## config.mk

```make
export PLATFORM = sky130hd
export DESIGN_NAME = hamming_sector_ecc
export DESIGN_NICKNAME = d
export VERILOG_FILES = /design/src/rtl/hsc_pkg.sv /design/src/rtl/hsc_parity_accum.sv /design/src/rtl/hsc_syndrome.sv /design/src/rtl/hsc_bit_fix.sv /design/src/rtl/hamming_sector_ecc.sv
export SDC_FILE = /design/constraint.sdc
export NUM_CORES = 1
export LEC_CHECK = 0
export ABC_CLOCK_PERIOD_IN_PS = 3900
export BUFFER_PORTS_ARGS = -buffer_cell sky130_fd_sc_hd__buf_2
export CAP_MARGIN = 25
export CORE_ASPECT_RATIO = 1.2
export CORE_MARGIN = 2
export CORE_UTILIZATION = 55
export DETAILED_ROUTE_END_ITERATION = 8
export PLACE_DENSITY = 0.8
export SYNTH_ARGS = -nofsm -noshare
export SYNTH_HDL_FRONTEND = slang
export SYNTH_SLANG_ARGS = --single-unit
```

## constraint.sdc

```tcl
create_clock -name clk -period 3.9 [get_ports clk]
set_clock_uncertainty 0.2 [all_clocks]
set_input_delay 0.585 -clock clk [delete_from_list [all_inputs] [get_ports clk]]
set_output_delay 0.585 -clock clk [all_outputs]
set_load 0.05 [all_outputs]
```

## src/rtl/hsc_pkg.sv

```systemverilog
package hsc_pkg;

   localparam int LANE_BITS   = 8;
   localparam int LANE_ADDR_W = 3;

   typedef enum logic [1:0] {
      ECC_CLEAN      = 2'd0,
      ECC_FIXED      = 2'd1,
      ECC_CODE_FAULT = 2'd2,
      ECC_BROKEN     = 2'd3
   } ecc_status_e;

   // Lanes of a byte whose in-byte position has bit k set.
   function automatic logic [LANE_BITS-1:0] lane_mask(input int k);
      logic [LANE_BITS-1:0] m;
      for (int j = 0; j < LANE_BITS; j++) m[j] = ((j >> k) & 1) != 0;
      return m;
   endfunction

endpackage

```

## src/rtl/hsc_parity_accum.sv

```systemverilog
module hsc_parity_accum
   import hsc_pkg::*;
#(
   parameter int SECTOR_BYTES = 512,
   parameter int ADDR_W       = 9,
   localparam int HALF_W      = LANE_ADDR_W + ADDR_W
) (
   input  logic                 clk,
   input  logic                 rst_n,
   input  logic                 clear,
   input  logic                 in_valid,
   input  logic [LANE_BITS-1:0] in_byte,
   output logic [HALF_W-1:0]    odd_next,
   output logic [HALF_W-1:0]    even_next,
   output logic                 last_beat
);

   localparam int CNT_W = $clog2(SECTOR_BYTES + 1);

   logic [CNT_W-1:0]  count;
   logic [HALF_W-1:0] odd_q, even_q, odd_c, even_c;
   logic [ADDR_W-1:0] byte_addr;
   logic              accept, byte_par;

   assign accept    = in_valid && !clear && (count < CNT_W'(SECTOR_BYTES));
   assign last_beat = accept && (count == CNT_W'(SECTOR_BYTES - 1));
   assign byte_addr = ADDR_W'(count);
   assign byte_par  = ^in_byte;

   // In-byte position bits: parity over the lanes selected by each mask.
   for (genvar k = 0; k < LANE_ADDR_W; k++) begin : g_lane_bits
      assign odd_c[k]  = accept & (^(in_byte &  lane_mask(k)));
      assign even_c[k] = accept & (^(in_byte & ~lane_mask(k)));
   end

   // Byte-index bits: whole-byte parity steered by the counter bit.
   for (genvar k = 0; k < ADDR_W; k++) begin : g_addr_bits
      assign odd_c[LANE_ADDR_W+k]  = accept & byte_par &  byte_addr[k];
      assign even_c[LANE_ADDR_W+k] = accept & byte_par & ~byte_addr[k];
   end

   assign odd_next  = odd_q  ^ odd_c;
   assign even_next = even_q ^ even_c;

   always_ff @(posedge clk or negedge rst_n) begin
      if (!rst_n) begin
         count  <= '0;
         odd_q  <= '0;
         even_q <= '0;
      end else if (clear) begin
         count  <= '0;
         odd_q  <= '0;
         even_q <= '0;
      end else if (accept) begin
         count  <= count + 1'b1;
         odd_q  <= odd_next;
         even_q <= even_next;
      end
   end

   assert_count_bound_R5: assert property (@(posedge clk) disable iff (!rst_n)
      count <= CNT_W'(SECTOR_BYTES));

   assert_clear_zeroes_R4: assert property (@(posedge clk) disable iff (!rst_n)
      clear |=> (count == '0 && odd_q == '0 && even_q == '0));

   assert_full_sector_frozen_R5: assert property (@(posedge clk) disable iff (!rst_n)
      (count == CNT_W'(SECTOR_BYTES) && !clear) |=> ($stable(odd_q) && $stable(even_q)));

endmodule

```

## src/rtl/hsc_syndrome.sv

```systemverilog
module hsc_syndrome
   import hsc_pkg::*;
#(
   parameter int SECTOR_BYTES = 512,
   parameter int ADDR_W       = 9,
   localparam int HALF_W      = LANE_ADDR_W + ADDR_W,
   localparam int CODE_W      = 2 * HALF_W
) (
   input  logic [CODE_W-1:0]      stored,
   input  logic [CODE_W-1:0]      calc,
   output ecc_status_e            status,
   output logic [ADDR_W-1:0]      err_byte,
   output logic [LANE_ADDR_W-1:0] err_bit
);

   logic [CODE_W-1:0] diff;
   logic [HALF_W-1:0] lo, hi;
   logic [ADDR_W-1:0] pos;
   logic              complement, single, in_range;

   assign diff       = stored ^ calc;
   assign lo         = diff[HALF_W-1:0];
   assign hi         = diff[CODE_W-1:HALF_W];
   assign pos        = hi[HALF_W-1:LANE_ADDR_W];
   assign complement = (lo ^ hi) == {HALF_W{1'b1}};
   assign single     = (diff & (diff - CODE_W'(1))) == '0;
   assign in_range   = 32'(pos) < SECTOR_BYTES;

   always_comb begin
      status   = ECC_BROKEN;
      err_byte = '0;
      err_bit  = '0;
      if (diff == '0) begin
         status = ECC_CLEAN;
      end else if (complement) begin
         if (in_range) begin
            status   = ECC_FIXED;
            err_byte = pos;
            err_bit  = hi[LANE_ADDR_W-1:0];
         end
      end else if (single) begin
         status = ECC_CODE_FAULT;
      end
   end

endmodule

```

## src/rtl/hsc_bit_fix.sv

```systemverilog
module hsc_bit_fix
   import hsc_pkg::*;
#(
   parameter int ADDR_W = 9
) (
   input  ecc_status_e            status,
   input  logic [ADDR_W-1:0]      err_byte,
   input  logic [LANE_ADDR_W-1:0] err_bit,
   input  logic [ADDR_W-1:0]      fix_idx,
   input  logic [LANE_BITS-1:0]   fix_in,
   output logic [LANE_BITS-1:0]   fix_out
);

   logic                 hit;
   logic [LANE_BITS-1:0] flip;

   assign hit     = (status == ECC_FIXED) && (fix_idx == err_byte);
   assign flip    = hit ? (LANE_BITS'(1) << err_bit) : '0;
   assign fix_out = fix_in ^ flip;

endmodule

```

## src/rtl/hamming_sector_ecc.sv

```systemverilog
module hamming_sector_ecc
   import hsc_pkg::*;
#(
   parameter int SECTOR_BYTES = 512,
   parameter int ADDR_W       = 9,
   localparam int HALF_W      = LANE_ADDR_W + ADDR_W,
   localparam int CODE_W      = 2 * HALF_W
) (
   input  logic                   clk,
   input  logic                   rst_n,
   input  logic                   start,
   input  logic                   in_valid,
   input  logic [LANE_BITS-1:0]   in_byte,
   input  logic [CODE_W-1:0]      stored_code,
   output logic                   done,
   output logic [CODE_W-1:0]      code_out,
   output logic [1:0]             status,
   output logic [ADDR_W-1:0]      err_byte,
   output logic [LANE_ADDR_W-1:0] err_bit,
   input  logic [ADDR_W-1:0]      fix_idx,
   input  logic [LANE_BITS-1:0]   fix_in,
   output logic [LANE_BITS-1:0]   fix_out
);

   if (ADDR_W < 1 || ADDR_W > 16) begin : g_bad_addr_w
      $error("hamming_sector_ecc: ADDR_W out of range");
   end
   if (SECTOR_BYTES < 2 || SECTOR_BYTES > (1 << ADDR_W)) begin : g_bad_sector
      $error("hamming_sector_ecc: SECTOR_BYTES must fit the byte index field");
   end

   logic [HALF_W-1:0]      odd_next, even_next;
   logic                   last_beat;
   logic [CODE_W-1:0]      calc_code;
   ecc_status_e            cls_status, status_q;
   logic [ADDR_W-1:0]      cls_byte;
   logic [LANE_ADDR_W-1:0] cls_bit;

   hsc_parity_accum #(.SECTOR_BYTES(SECTOR_BYTES), .ADDR_W(ADDR_W)) u_accum (
      .clk       (clk),
      .rst_n     (rst_n),
      .clear     (start),
      .in_valid  (in_valid),
      .in_byte   (in_byte),
      .odd_next  (odd_next),
      .even_next (even_next),
      .last_beat (last_beat)
   );

   // Inverted so that an erased sector carries a matching all-ones code.
   assign calc_code = ~{odd_next, even_next};

   hsc_syndrome #(.SECTOR_BYTES(SECTOR_BYTES), .ADDR_W(ADDR_W)) u_syndrome (
      .stored   (stored_code),
      .calc     (calc_code),
      .status   (cls_status),
      .err_byte (cls_byte),
      .err_bit  (cls_bit)
   );

   always_ff @(posedge clk or negedge rst_n) begin
      if (!rst_n) begin
         done     <= 1'b0;
         code_out <= '0;
         status_q <= ECC_CLEAN;
         err_byte <= '0;
         err_bit  <= '0;
      end else begin
         done <= last_beat;
         if (last_beat) begin
            code_out <= calc_code;
            status_q <= cls_status;
            err_byte <= cls_byte;
            err_bit  <= cls_bit;
         end
      end
   end

   assign status = status_q;

   hsc_bit_fix #(.ADDR_W(ADDR_W)) u_fix (
      .status   (status_q),
      .err_byte (err_byte),
      .err_bit  (err_bit),
      .fix_idx  (fix_idx),
      .fix_in   (fix_in),
      .fix_out  (fix_out)
   );

   assert_done_pulse_R2: assert property (@(posedge clk) disable iff (!rst_n)
      done |=> !done);

   assert_clean_matches_stored_R6: assert property (@(posedge clk) disable iff (!rst_n)
      (done && status_q == ECC_CLEAN) |-> code_out == $past(stored_code));

   assert_fixed_index_in_range_R7: assert property (@(posedge clk) disable iff (!rst_n)
      (status_q == ECC_FIXED) |-> (32'(err_byte) < SECTOR_BYTES));

   assert_results_hold_R12: assert property (@(posedge clk) disable iff (!rst_n)
      !last_beat |=> ($stable(code_out) && $stable(status_q) && $stable(err_byte)));

   assert_fix_at_most_one_bit_R11: assert property (@(posedge clk) disable iff (!rst_n)
      $countones(fix_out ^ fix_in) <= 1);

   assert_no_fix_unless_data_R9: assert property (@(posedge clk) disable iff (!rst_n)
      (status_q != ECC_FIXED) |-> (fix_out == fix_in));

endmodule

```

==> Word level (Yosys, flattened, before mapping) <==
Cells that the tools add are included.
{ "totals": {"wordCells": 86, "reg_bits": 73} }
{ "classes": {"eq_ne": 4, "order_cmp": 1, "mux": 14, "n_bitwise": 41, "addsub": 2, "reduce_logical": 15, "n_shift": 1} }
{ "ops": {"columns": ["cell", "count"], "rows": [
  ["parity 8 bit", 7],
  ["zero test 24 bit", 2],
  ["two-way mux 12 bit", 4],
  ["bitwise XOR 12 bit", 3],
  ["AND 1 bit", 25],
  ["AND 24 bit", 1],
  ["NOT 24 bit", 1],
  ["subtractor 24 x 1 -> 24 bit, second input constant", 1],
  ["bitwise XOR 24 bit", 1],
  ["two-way mux 10 bit", 2],
  ["two-way mux 9 bit", 2],
  ["== test 12 bit, second input constant", 1],
  ["adder 10 x 1 -> 10 bit, second input constant", 1],
  ["== test 10 x 9 -> 1 bit, second input constant", 1],
  ["< comparator 10 bit, second input constant", 1],
  ["== test 9 bit", 1],
  ["NOT 1 bit", 9],
  ["two-way mux 8 bit", 1],
  ["<< shifter 1 x 3 -> 8 bit, first input constant", 1],
  ["bitwise XOR 8 bit", 1],
  ["two-way mux 3 bit", 2],
  ["logical AND 1 bit", 4],
  ["two-way mux 2 bit", 2],
  ["== test 2 x 1 -> 1 bit, second input constant", 1],
  ["other kinds (3)", 3]
]} }

==> Logic depth before layout (Yosys ltp) <==
Gate-level depths: netlist of the first run.
{ "depth": {"depth_word": 14, "ltp_mapped": 13, "mapped_depth_nobuf": 11} }

==> Hierarchy <==
Synthesis of the first run repeated with hierarchy kept, for this count alone.
{ "unflattened": {"cells_unflattened": 461, "area_unflattened_um2": 4678.2} }
{ "by_module_without_submodules": {"columns": ["mod", "instances", "cells_each", "seq_area_each_um2", "area_each_um2"], "rows": [
  ["hsc_parity_accum", 1, 212, 850.8, 2102.0],
  ["hamming_sector_ecc", 1, 106, 975.9, 1559.0],
  ["hsc_syndrome", 1, 105, 0.0, 748.2],
  ["hsc_bit_fix", 1, 38, 0.0, 269.0]
]} }

==> Worst setup path before layout of the first run <==
Ideal clock, no wire load.
{ "synth_timing": {"path_type": "input to register", "startpoint": "input start", "endpoint": "register err_byte[3]", "stages": 12, "path_slack_ps": 657, "t_required_ps": 3626, "arrival_time_ps": 2969, "setup_ps": 74, "path_buffers": 3, "path_cell_list": "clkbuf_1 -> nand2b_1 -> clkbuf_1 -> nor2_1 -> xnor2_1 -> xor2_1 -> xor2_1 -> a2111oi_1 -> and3_1 -> buf_4 -> nand2_4 -> o21ai_2"} }
{ "synth_between": {"elab_chain_len": 12, "word_cells_on_any_way": 38, "cone_classes": "eq/ne: 1; mux: 2; bitwise: 30; reduce/logical: 5"} }
{ "synth_rtl": {"columns": ["item", "line_no", "rtl"], "rows": [
  ["start: declaration", "hamming_sector_ecc.sv:11", "input logic start,"],
  ["zero test 1 bit (*)", "hsc_parity_accum.sv:25", "assign accept = in_valid && !clear && (count < CNT_W'(SECTOR_BYTES));"],
  ["logical AND 1 bit (*) (2 in series)", "hsc_parity_accum.sv:25", null],
  ["AND 1 bit", "hsc_parity_accum.sv:38, hsc_parity_accum.sv:39", null],
  ["AND 1 bit, on equally long branches", "hsc_parity_accum.sv:39, hsc_parity_accum.sv:38", null],
  ["bitwise XOR 12 bit, on equally long branches", "hsc_parity_accum.sv:43, hsc_parity_accum.sv:42", null],
  ["NOT 24 bit", "hamming_sector_ecc.sv:51", "assign calc_code = ~{odd_next, even_next};"],
  ["bitwise XOR 24 bit", "hsc_syndrome.sv:21", "assign diff = stored ^ calc;"],
  ["bitwise XOR 12 bit", "hsc_syndrome.sv:25", "assign complement = (lo ^ hi) == {HALF_W{1'b1}};"],
  ["== test 12 bit", "hsc_syndrome.sv:25", null],
  ["two-way mux 9 bit", "hsc_syndrome.sv:35", "end else if (complement) begin"],
  ["two-way mux 9 bit", "hsc_syndrome.sv:33", "if (diff == '0) begin"],
  ["end signal: assignment", "hamming_sector_ecc.sv:73", "err_byte <= cls_byte;"],
  ["end: declaration", "hamming_sector_ecc.sv:18", "output logic [ADDR_W-1:0] err_byte,"]
]} }
Mark *: on every way between the ends. The rest lies on a longest branch, timed or not.
A chain may end at the register's enable or synchronous reset.

==> Worst setup path after layout of the first run <==
{ "layout_timing": {"startpoint": "input in_byte[7]", "endpoint": "register err_byte[2]"} }
{ "layout_between": {"elab_chain_len": 10, "word_cells_on_any_way": 35, "cone_classes": "eq/ne: 1; mux: 2; bitwise: 27; reduce/logical: 5"} }
{ "layout_rtl": {"columns": ["item", "line_no", "rtl"], "rows": [
  ["start: declaration", "hamming_sector_ecc.sv:13", "input logic [LANE_BITS-1:0] in_byte,"],
  ["parity 8 bit", "hsc_parity_accum.sv:28", "assign byte_par = ^in_byte;"],
  ["AND 1 bit", "hsc_parity_accum.sv:38, hsc_parity_accum.sv:39", null],
  ["AND 1 bit, on equally long branches", "hsc_parity_accum.sv:39, hsc_parity_accum.sv:38", null],
  ["bitwise XOR 12 bit, on equally long branches", "hsc_parity_accum.sv:43, hsc_parity_accum.sv:42", null],
  ["NOT 24 bit (*)", "hamming_sector_ecc.sv:51", null],
  ["bitwise XOR 24 bit (*)", "hsc_syndrome.sv:21", null],
  ["bitwise XOR 12 bit", "hsc_syndrome.sv:25", null],
  ["== test 12 bit", "hsc_syndrome.sv:25", null],
  ["two-way mux 9 bit", "hsc_syndrome.sv:35", null],
  ["two-way mux 9 bit (*)", "hsc_syndrome.sv:33", null]
]} }
Marked as above.

==> results of run 1 <==
per-stage QoR:
| step | power [W] | hold WS [ps] | cells | setup WS (ps) |
|---|---|---|---|---|
| after floorplan | 0.00136 | 89.4 | 561 | 657 |
| after global placement | 0.00159 | 245 | 778 | 303 |
| after detailed placement | 0.00160 | 262 | 778 | 227 |
| after CTS | 0.00210 | 263 | 793 | 593 |
| after global routing | 0.00220 | 297 | 793 | 170 |
| final | 0.00211 | 227 | 793 | 556 |
worst max-delay path: cells and delay by family:
kind	cells	cell delay [ps]
AND/OR/NAND/NOR	3	700
buffers and inverters	2	320
AO/OA/AOI/OAI	4	950
XOR/XNOR	3	870
cell usage in the layout (no fill, tap or decap), types with 7 or more instances in the layout:
cell / instances
a21oi_1: 15
buf_2: 99
buf_4: 26
clkbuf_8: 9
dfrtp_1: 73
mux2_2: 15
nand2_1: 69
nand3_1: 16
nand4_1: 10
nor2_1: 59
nor3_1: 18
o21ai_0: 17
o21ai_2: 7
xnor2_1: 59
xor2_1: 57
layout make-up:
cell class                 count  area share
clock buffer                  12      0.0226
clock inverter                 3     0.00314
inverter                       6     0.00377
multi-input combinational    453       0.521
sequential                    73       0.306
tap                          120      0.0251
timing repair buffer         126       0.119
worst max path at each step:
stage                                  from                      end
floorplan                             start  err_byte[3]$_DFFE_PN0P_
global placement                 in_byte[7]    status[0]$_DFFE_PN0P_
detailed placement               in_byte[7]    status[0]$_DFFE_PN0P_
CTS                 err_byte[3]$_DFFE_PN0P_               fix_out[3]
global route                     in_byte[5]    status[0]$_DFFE_PN0P_
finish                           in_byte[7]  err_byte[2]$_DFFE_PN0P_
state kept, by name, indices dropped and copies added (netlist names):
signal and count:
code_out 24, err_bit 3, u_accum.count 10, status 2, done 1, u_accum.odd_q 12, err_byte 9, u_accum.even_q 12
where the power goes:
group / total [W] / switching, W / internal (W)
combinational: 0.000777 / 0.000468 / 0.000308
sequential: 0.000819 / 0.0000345 / 0.000784
clock: 0.000510 / 0.000283 / 0.000227
routing by layer:
layer	track usage	routed length [µm]	vias to the layer above
met3	0.0631	846	34
li1	-	-	2156
met4	0.113	397	0
met1	0.347	5830	2197
met5	0	0	-
met2	0.527	7300	196
cells by family after synthesis:
| kind of cell | Yosys count | share of synthesized area |
|---|---|---|
| compound gates | 88 | 0.123 |
| xor+xnor | 121 | 0.220 |
| fa+ha+maj | 2 | 0.00467 |
| buf+inv | 35 | 0.0319 |
| flops | 73 | 0.359 |
| mux | 17 | 0.0371 |
| simple gates | 225 | 0.225 |
==> results.py, run 1 <==
metrics = {
    "synthesis": {
        "syn_area_um2": 5090,
        "syn_inst": 561,
        "synth_common_cells": "73 x dfrtp_1, 69 x nand2_1, 59 x nor2_1, 59 x xnor2_1, 58 x xor2_1",
        "synthArstFlopShare": 1.00,
        "ys_top_cells_by_area": "dfrtp_1 36%, xnor2_1 10%, xor2_1 10%, nand2_1 5.1%, nor2_1 4.3%",
        "synth_top_area_share": 0.359,
        "yosysTopAreaCell": "dfrtp_1",
        "syn_nets": 615,
        "yosysWarnings": 0,
        "synth_edf_count": 0,
        "postSynth.topFlopCell": "dfrtp_1",
        "yosysUniqueCellTypes": 72,
        "ys_ff_latch": 73,
        "syn-mean-instance-area_um2": 9.08,
        "seq_area_frac_synth": 0.359,
        "yosysMostFrequentCell": "dfrtp_1",
    },
    "floorplanning": {
        "core_area_um2": 9030,
        "dieHeight_um": 109,
        "ios": 100,
        "rows": 38,
        "die_w_um": 91.9,
        "start_util": 0.564,
        "die-area_um2": 10100,
    },
    "grt": {
        "grt_usage": 0.294,
        "grt_pass1_wl_um": 22500,
        "grt_pass1_vias": 4442,
        "antenna_found_initial": 0,
        "grt_max_degree": 74,
        "grt-ovfl-total": 0,
    },
    "clock_tree": {
        "ctsHoldBuffers": 0,
        "clk_pin_slew_ps": 80,
        "clk_latency_ps": 370,
        "cts.sinks": 73,
        "post_cts_buffers": 0,
        "cts_max_level": 3,
        "cts_buffers": 9,
        "clockBufferDepth": 2,
        "clock-root-buffer": "clkbuf_8",
        "cts_tree": "done",
        "ctsResizeCount": 0,
    },
    "run_status": {
        "status": "finished clean",
    },
    "routing": {
        "via_per_inst": 5.78,
        "drc": 0,
        "vias": 4583,
        "ant_nets": 0,
        "drt_wl_total_um": 14400,
        "drt-initial-drc-count": 276,
        "drt_pre_antenna_iters": 5,
        "routedWlPerCell_um": 18.1,
    },
    "final_layout": {
        "fill_cells": 770,
        "post-route-util": 0.662,
        "multiInputGateArea_um2": 3110,
        "design_area_um2": 5980,
        "synthToLayoutAreaGrowth_pct": 17.3,
        "register_area_um2": 1830,
        "diodes": 0,
        "drive_above_1_share": 0.267,
        "nNetsFinal": 723,
    },
    "timing": {
        "fin_crit_sh": 0.858,
        "fin_tns_setup_ps": 0,
        "period_needed_ps": 3340,
        "hold_viol": 0,
        "slew_viol_final": 0,
        "rsz0062_at_grt": "no",
        "setup_viol": 0,
        "max_slew.worst_pin.slew_ps": 924,
        "max_freq_mhz": 299,
        "slew_headroom": 0.384,
    },
    "critical_path": {
        "r2r_cells": 10,
        "path_cells": "buf_2 -> xnor2_1 -> xnor2_1 -> xor2_2 -> buf_12 -> nand2_2 -> a21oi_1 -> o32ai_1 -> a211oi_1 -> and3_1 -> nand2_4 -> o21ai_2",
        "crit_arrival_ps": 3430,
        "critical_path.max_stage_delay_ps": 500,
        "cp-end-kind": "flip-flop",
        "critical_path_class": "primary input to flip-flop",
        "crit_fanout": 23,
        "crit_path_frequent_cell": "xnor2_1",
        "reg2reg_slack_ps": 620,
        "r2r-start": "u_accum.even_q[4]$_DFFE_PN0P_",
        "rr_endpoint": "err_byte[2]$_DFFE_PN0P_",
        "slowest_stage": "xnor2_1",
        "start_kind": "primary input",
        "worstPathRequired_ps": 3990,
    },
    "placement": {
        "post-dp-hpwl_um": 11100,
        "portBuffers": 99,
        "dpl-instance-area_um2": 5820,
        "gp_congestion": 0.939,
    },
    "pwr": {
        "ir_drop_v": 0.000204,
        "power_density_nw_per_um2": 352,
        "p_leak_nw": 2.82,
    },
    "run": {
        "maxCapViolCount": 0,
    },
    "hold_path": {
        "hold_path_class": "primary input to async pin",
    },
}
Note: power is estimated with default switching activity, not from simulation.
==> run 2, diff against run 1 <==
--- a/config.mk
+++ b/config.mk
@@ -12,7 +12,7 @@
 export CORE_MARGIN = 2
 export CORE_UTILIZATION = 55
 export DETAILED_ROUTE_END_ITERATION = 8
-export PLACE_DENSITY = 0.8
+export PLACE_DENSITY_LB_ADDON = 0.15
 export SYNTH_ARGS = -nofsm -noshare
 export SYNTH_HDL_FRONTEND = slang
 export SYNTH_SLANG_ARGS = --single-unit
==> run 2 against run 1 <==
Hold slack got worse by 110 ps. Critical path depth is 1 higher. Global-route usage decreased by 0.068 points. Sequential power decreased by 0.6%. Die area stayed put. Critical endpoint is now status[0]$_DFFE_PN0P_.
==> results.py, run 2 (synthesis gave the netlist of run 1 again) <==
metrics = {
    "floorplanning": {
        "die_w_um": 91.9,
        "start_util": 0.564,
        "core_area_um2": 9030,
        "dieHeight_um": 109,
        "die-area_um2": 10100,
        "rows": 38,
        "ios": 100,
    },
    "hold_path": {
        "hold_path_class": "primary input to async pin",
    },
    "clock_tree": {
        "cts_buffers": 9,
        "cts.sinks": 73,
        "clockBufferDepth": 2,
        "clk_latency_ps": 350,
        "cts_tree": "done",
        "post_cts_buffers": 0,
        "clk_pin_slew_ps": 80,
        "clock-root-buffer": "clkbuf_8",
        "ctsResizeCount": 0,
        "ctsHoldBuffers": 0,
        "cts_max_level": 3,
    },
    "placement": {
        "post-dp-hpwl_um": 11000,
        "gp_congestion": 0.992,
        "portBuffers": 99,
    },
    "timing": {
        "slew_viol_final": 0,
        "fin_crit_sh": 0.864,
        "slew_headroom": 0.452,
        "fin_tns_setup_ps": 0,
        "max_slew.worst_pin.slew_ps": 816,
        "setup_viol": 0,
        "hold_viol": 0,
        "rsz0062_at_grt": "no",
        "period_needed_ps": 3370,
        "max_freq_mhz": 297,
    },
    "critical_path": {
        "crit_arrival_ps": 3400,
        "reg2reg_slack_ps": 630,
        "r2r-start": "u_accum.even_q[4]$_DFFE_PN0P_",
        "start_kind": "primary input",
        "r2r_cells": 10,
        "cp-end-kind": "flip-flop",
        "critical_path_class": "primary input to flip-flop",
        "worstPathRequired_ps": 3930,
        "rr_endpoint": "err_byte[1]$_DFFE_PN0P_",
        "crit_fanout": 8,
    },
    "routing": {
        "via_per_inst": 5.77,
        "vias": 4554,
        "drt-initial-drc-count": 235,
        "drt_wl_total_um": 14200,
        "drc": 0,
        "ant_nets": 0,
        "routedWlPerCell_um": 18.0,
        "drt_pre_antenna_iters": 5,
    },
    "final_layout": {
        "final_cell_mix": "99 x buf_2, 73 x dfrtp_1, 69 x nand2_1",
        "final_common_cell": "buf_2",
        "multiInputGateArea_um2": 3110,
        "drive_above_1_share": 0.268,
        "nNetsFinal": 718,
        "post-route-util": 0.667,
        "largest_register_ffs": 24,
        "fill_cells": 775,
        "synthToLayoutAreaGrowth_pct": 18.2,
        "diodes": 0,
        "register_area_um2": 1830,
        "reg_top3": "code_out (24), u_accum.even_q (12), u_accum.odd_q (12)",
        "regMostFlops": "code_out",
    },
    "run_status": {
        "status": "finished clean",
    },
    "grt": {
        "grt_pass1_vias": 4449,
        "antenna_found_initial": 0,
        "grt_max_degree": 43,
        "grt-ovfl-total": 0,
        "grt_pass1_wl_um": 22700,
        "grt_usage": 0.293,
    },
    "pwr": {
        "power_w": 0.00226,
        "power_density_nw_per_um2": 376,
        "p_leak_nw": 2.83,
        "ir_drop_v": 0.000285,
    },
    "run": {
        "maxCapViolCount": 0,
    },
}
## run 2: cell count changes in the layout (fill, tap and decap cells not counted), sizes merged
cell / before / now
buf: 126 / 121
clkinv: 3 / 1
inv: 6 / 7
clkinvlp: 0 / 2
clkbuf: 12 / 10
bufinv: 0 / 2
## run 2: final cells by class
cell class                 count  area share
timing repair buffer         121       0.114
clock buffer                  10      0.0228
clock inverter                 6      0.0147
tap                          120      0.0249
sequential                    73       0.303
multi-input combinational    453       0.517
inverter                       6     0.00374
## run 2: worst max-delay path by stage
| stage | cells past startpoint | slack, ps | start | to |
|---|---|---|---|---|
| floorplan | 12 | 660 | start | err_byte[3]$_DFFE_PN0P_ |
| global placement | 12 | 260 | in_byte[3] | err_byte[3]$_DFFE_PN0P_ |
| detailed placement | 12 | 240 | in_byte[3] | err_byte[1]$_DFFE_PN0P_ |
| CTS | 12 | 580 | in_byte[3] | err_byte[1]$_DFFE_PN0P_ |
| global route | 13 | 250 | in_byte[3] | status[0]$_DFFE_PN0P_ |
| finish | 13 | 530 | in_byte[3] | status[0]$_DFFE_PN0P_ |
## run 2: power breakdown
group	switching, W	leakage [nW]	total [W]	internal (W)
Combinational	0.000472	1.72	0.000774	0.000302
Sequential	0.0000295	1.01	0.000814	0.000784
Clock	0.000297	0.109	0.000675	0.000379
Total	0.000798	2.83	0.00226	0.00146
## run 2: per-layer routing
layer / up-vias / track usage / part of all wire
met1: 2182 / 0.372 / 0.43
met4: 0 / 0.101 / 0.025
met5: - / 0 / 0
met3: 27 / 0.0439 / 0.060
met2: 192 / 0.516 / 0.49
li1: 2153 / - / -
## run 2: worst max-delay path: stages
cell      delay, ps
buf_2           120
xnor2_1         180
xnor2_1         200
xnor2_1         700
nor2_1          130
buf_4           200
o221ai_1        330
and2_1          260
nand2_1         100
nor3_1          260
a21o_1          160
a22o_1          120
a21oi_1          60
## run 2: stage by stage
| stage | instance area [µm²] | instances | setup slack [ps] | hold slack (ps) |
|---|---|---|---|---|
| 6_report | 6020 | 789 | 531 | 116 |
| 5_1_grt | 6020 | 789 | 252 | 171 |
| 4_1_cts | 6020 | 789 | 582 | 114 |
| 3_5_place_dp | 5800 | 773 | 236 | 251 |
| 3_3_place_gp | 5800 | 773 | 260 | 245 |
| 2_1_floorplan | 5090 | 561 | 657 | 89.4 |
==> run 3, diff against run 2 <==
--- a/config.mk
+++ b/config.mk
@@ -5,7 +5,7 @@
 export SDC_FILE = /design/constraint.sdc
 export NUM_CORES = 1
 export LEC_CHECK = 0
-export ABC_CLOCK_PERIOD_IN_PS = 3900
+export ABC_CLOCK_PERIOD_IN_PS = 3500
 export BUFFER_PORTS_ARGS = -buffer_cell sky130_fd_sc_hd__buf_2
 export CAP_MARGIN = 25
 export CORE_ASPECT_RATIO = 1.2
==> constraint.sdc (replaced) <==
create_clock -name clk -period 3.5 [get_ports clk]
set_clock_uncertainty 0.2 [all_clocks]
set_input_delay 0.525 -clock clk [delete_from_list [all_inputs] [get_ports clk]]
set_output_delay 0.525 -clock clk [all_outputs]
set_load 0.05 [all_outputs]
==> run 3 against run 2 <==
Non-clock buffer count increased by 12. Clock power increased by 21%. Register-to-register slack got worse by 220 ps. Cell area increased by 1.8%. Critical path depth decreased by 6. Wire length increased by 0.73%. First-iteration DRC count increased by 20%. Hold slack improved by 65 ps.
==> results.py, run 3 (synthesis gave the netlist of run 1 again) <==
metrics = {
    "run_status": {
        "status": "finished clean",
    },
    "floorplanning": {
        "ios": 100,
        "core_area_um2": 9030,
        "die_w_um": 91.9,
        "dieHeight_um": 109,
        "die-area_um2": 10100,
        "rows": 38,
        "start_util": 0.564,
    },
    "timing": {
        "max_freq_mhz": 314,
        "setup_ws_ps": 311,
        "holdWs_ps": 181,
        "slew_viol_final": 0,
        "max_slew.worst_pin.slew_ps": 931,
        "rsz0062_at_grt": "no",
        "fin_crit_sh": 0.911,
        "hold_viol": 0,
        "setup_viol": 0,
        "slew_headroom": 0.380,
        "period_needed_ps": 3190,
    },
    "routing": {
        "drt_wl_total_um": 14300,
        "drt-initial-drc-count": 281,
        "via_per_inst": 5.68,
        "ant_nets": 0,
        "routedWlPerCell_um": 17.8,
        "vias": 4547,
        "drc": 0,
        "drt_pre_antenna_iters": 5,
    },
    "clock_tree": {
        "cts_max_level": 3,
        "cts.sinks": 73,
        "clock-root-buffer": "clkbuf_8",
        "clockBufferDepth": 2,
        "clk_latency_ps": 360,
        "cts_buffers": 9,
        "clk_pin_slew_ps": 80,
        "ctsHoldBuffers": 0,
        "cts_tree": "done",
        "post_cts_buffers": 0,
    },
    "critical_path": {
        "crit_start": "err_byte[3]$_DFFE_PN0P_",
        "r2r-start": "u_accum.even_q[4]$_DFFE_PN0P_",
        "worstPathRequired_ps": 2770,
        "crit_arrival_ps": 2460,
        "cp-end-kind": "primary output",
        "crit_family": "simple AND/OR/NAND/NOR gates",
        "r2r_cells": 10,
        "critical_path.max_stage_delay_ps": 410,
        "path_cells": "xnor2_1 -> nand4_1 -> nor4b_1 -> nand3_1 -> nor3b_1 -> xor2_1 -> buf_2",
        "critPathBufInv": 1,
        "crit_fanout": 4,
        "reg2reg_slack_ps": 410,
        "start_kind": "flip-flop",
        "crit_path_end": "fix_out[6]",
        "critical_path_class": "flip-flop to primary output",
        "rr_endpoint": "err_byte[2]$_DFFE_PN0P_",
        "cp.depth": 7,
        "slowest_stage": "dfrtp_1",
    },
    "pwr": {
        "p_leak_nw": 2.90,
        "comb_power_share": 0.342,
        "p_int_w": 0.00171,
        "p_sw_frac": 0.346,
        "seqPwrFrac": 0.346,
        "ir_drop_v": 0.000318,
        "p_sw_w": 0.000907,
        "power_density_nw_per_um2": 427,
        "clkPwrFrac": 0.312,
    },
    "final_layout": {
        "synthToLayoutAreaGrowth_pct": 20.4,
        "design_area_um2": 6130,
        "largest_register_ffs": 24,
        "final_cell_mix": "99 x buf_2, 73 x dfrtp_1, 69 x nand2_1",
        "register_area_um2": 1830,
        "final_common_cell": "buf_2",
        "multiInputGateArea_um2": 3130,
        "post-route-util": 0.679,
        "diodes": 0,
        "fill_cells": 779,
        "drive_above_1_share": 0.282,
        "regMostFlops": "code_out",
        "nNetsFinal": 730,
        "reg_top3": "code_out (24), u_accum.even_q (12), u_accum.odd_q (12)",
    },
    "placement": {
        "post-dp-hpwl_um": 10900,
        "gp_congestion": 0.993,
        "portBuffers": 99,
        "dpl-instance-area_um2": 5880,
        "dp_slack_ps": -152,
    },
    "hold_path": {
        "hold_path_class": "primary input to async pin",
    },
    "grt": {
        "grt_max_degree": 74,
        "antenna_found_initial": 0,
        "grt-ovfl-total": 0,
        "grt_usage": 0.296,
        "grt_pass1_wl_um": 23000,
        "grt_pass1_vias": 4592,
    },
    "run": {
        "maxCapViolCount": 0,
    },
}
-- run 3: cell types whose count changed in the layout (fill, tap and decap cells not counted), sizes merged --
| cell | previous run | this run |
|---|---|---|
| buf | 121 | 133 |
| bufinv | 2 | 3 |
| clkinvlp | 2 | 1 |
-- run 3: how the worst min path moves through the flow --
stage / slack [ps] / end / cells after the start / from
detailed placement: 260 / code_out[0]$_DFFE_PN0P_ / 2 / code_out[0]$_DFFE_PN0P_
CTS: 220 / code_out[20]$_DFFE_PN0P_ / 2 / rst_n
global route: 270 / u_accum.even_q[2]$_DFFE_PN0P_ / 2 / rst_n
global placement: 250 / code_out[14]$_DFFE_PN0P_ / 2 / code_out[14]$_DFFE_PN0P_
floorplan: 30 / code_out[0]$_DFFE_PN0P_ / 0 / rst_n
finish: 180 / u_accum.even_q[1]$_DFFE_PN0P_ / 2 / rst_n
-- run 3: layout make-up --
class | instances | share of cell area
clock inverter | 6 | 0.0188
timing repair buffer | 133 | 0.124
tap | 120 | 0.0245
clock buffer | 10 | 0.0208
multi-input combinational | 453 | 0.510
sequential | 73 | 0.298
inverter | 6 | 0.00367
-- run 3: repair_timing --
item | in CTS | in global routing
resized for setup | 0 | 2
endpoints found under the hold margin | 0 | 0
endpoints found under the setup margin | 0 | 11
-- run 3: power groups by stage --
stage          registers, W  clock network (W)  logic, W
2_1_floorplan      0.000931                  0  0.000581
3_3_place_gp       0.000922                  0  0.000869
3_5_place_dp       0.000923                  0  0.000878
4_1_cts            0.000907           0.000826  0.000885
5_1_grt            0.000911           0.000853  0.000969
6_report           0.000908           0.000817  0.000897
-- run 3: per-layer routing --
metal / up-vias / GRT usage / part of all wire
met3: 22 / 0.0487 / 0.048
met5: - / 0 / 0
met4: 0 / 0.104 / 0.021
met1: 2198 / 0.360 / 0.43
met2: 157 / 0.534 / 0.50
li1: 2170 / - / -
-- run 3: through the flow --
step / total power, W / TNS (ps) / std cells
final: 0.00262 / 0 / 801
after detailed placement: 0.00180 / -1320 / 785
after CTS: 0.00262 / 0 / 801
after global routing: 0.00273 / 0 / 801
after global placement: 0.00179 / -11.3 / 785
after floorplan: 0.00151 / 0 / 561
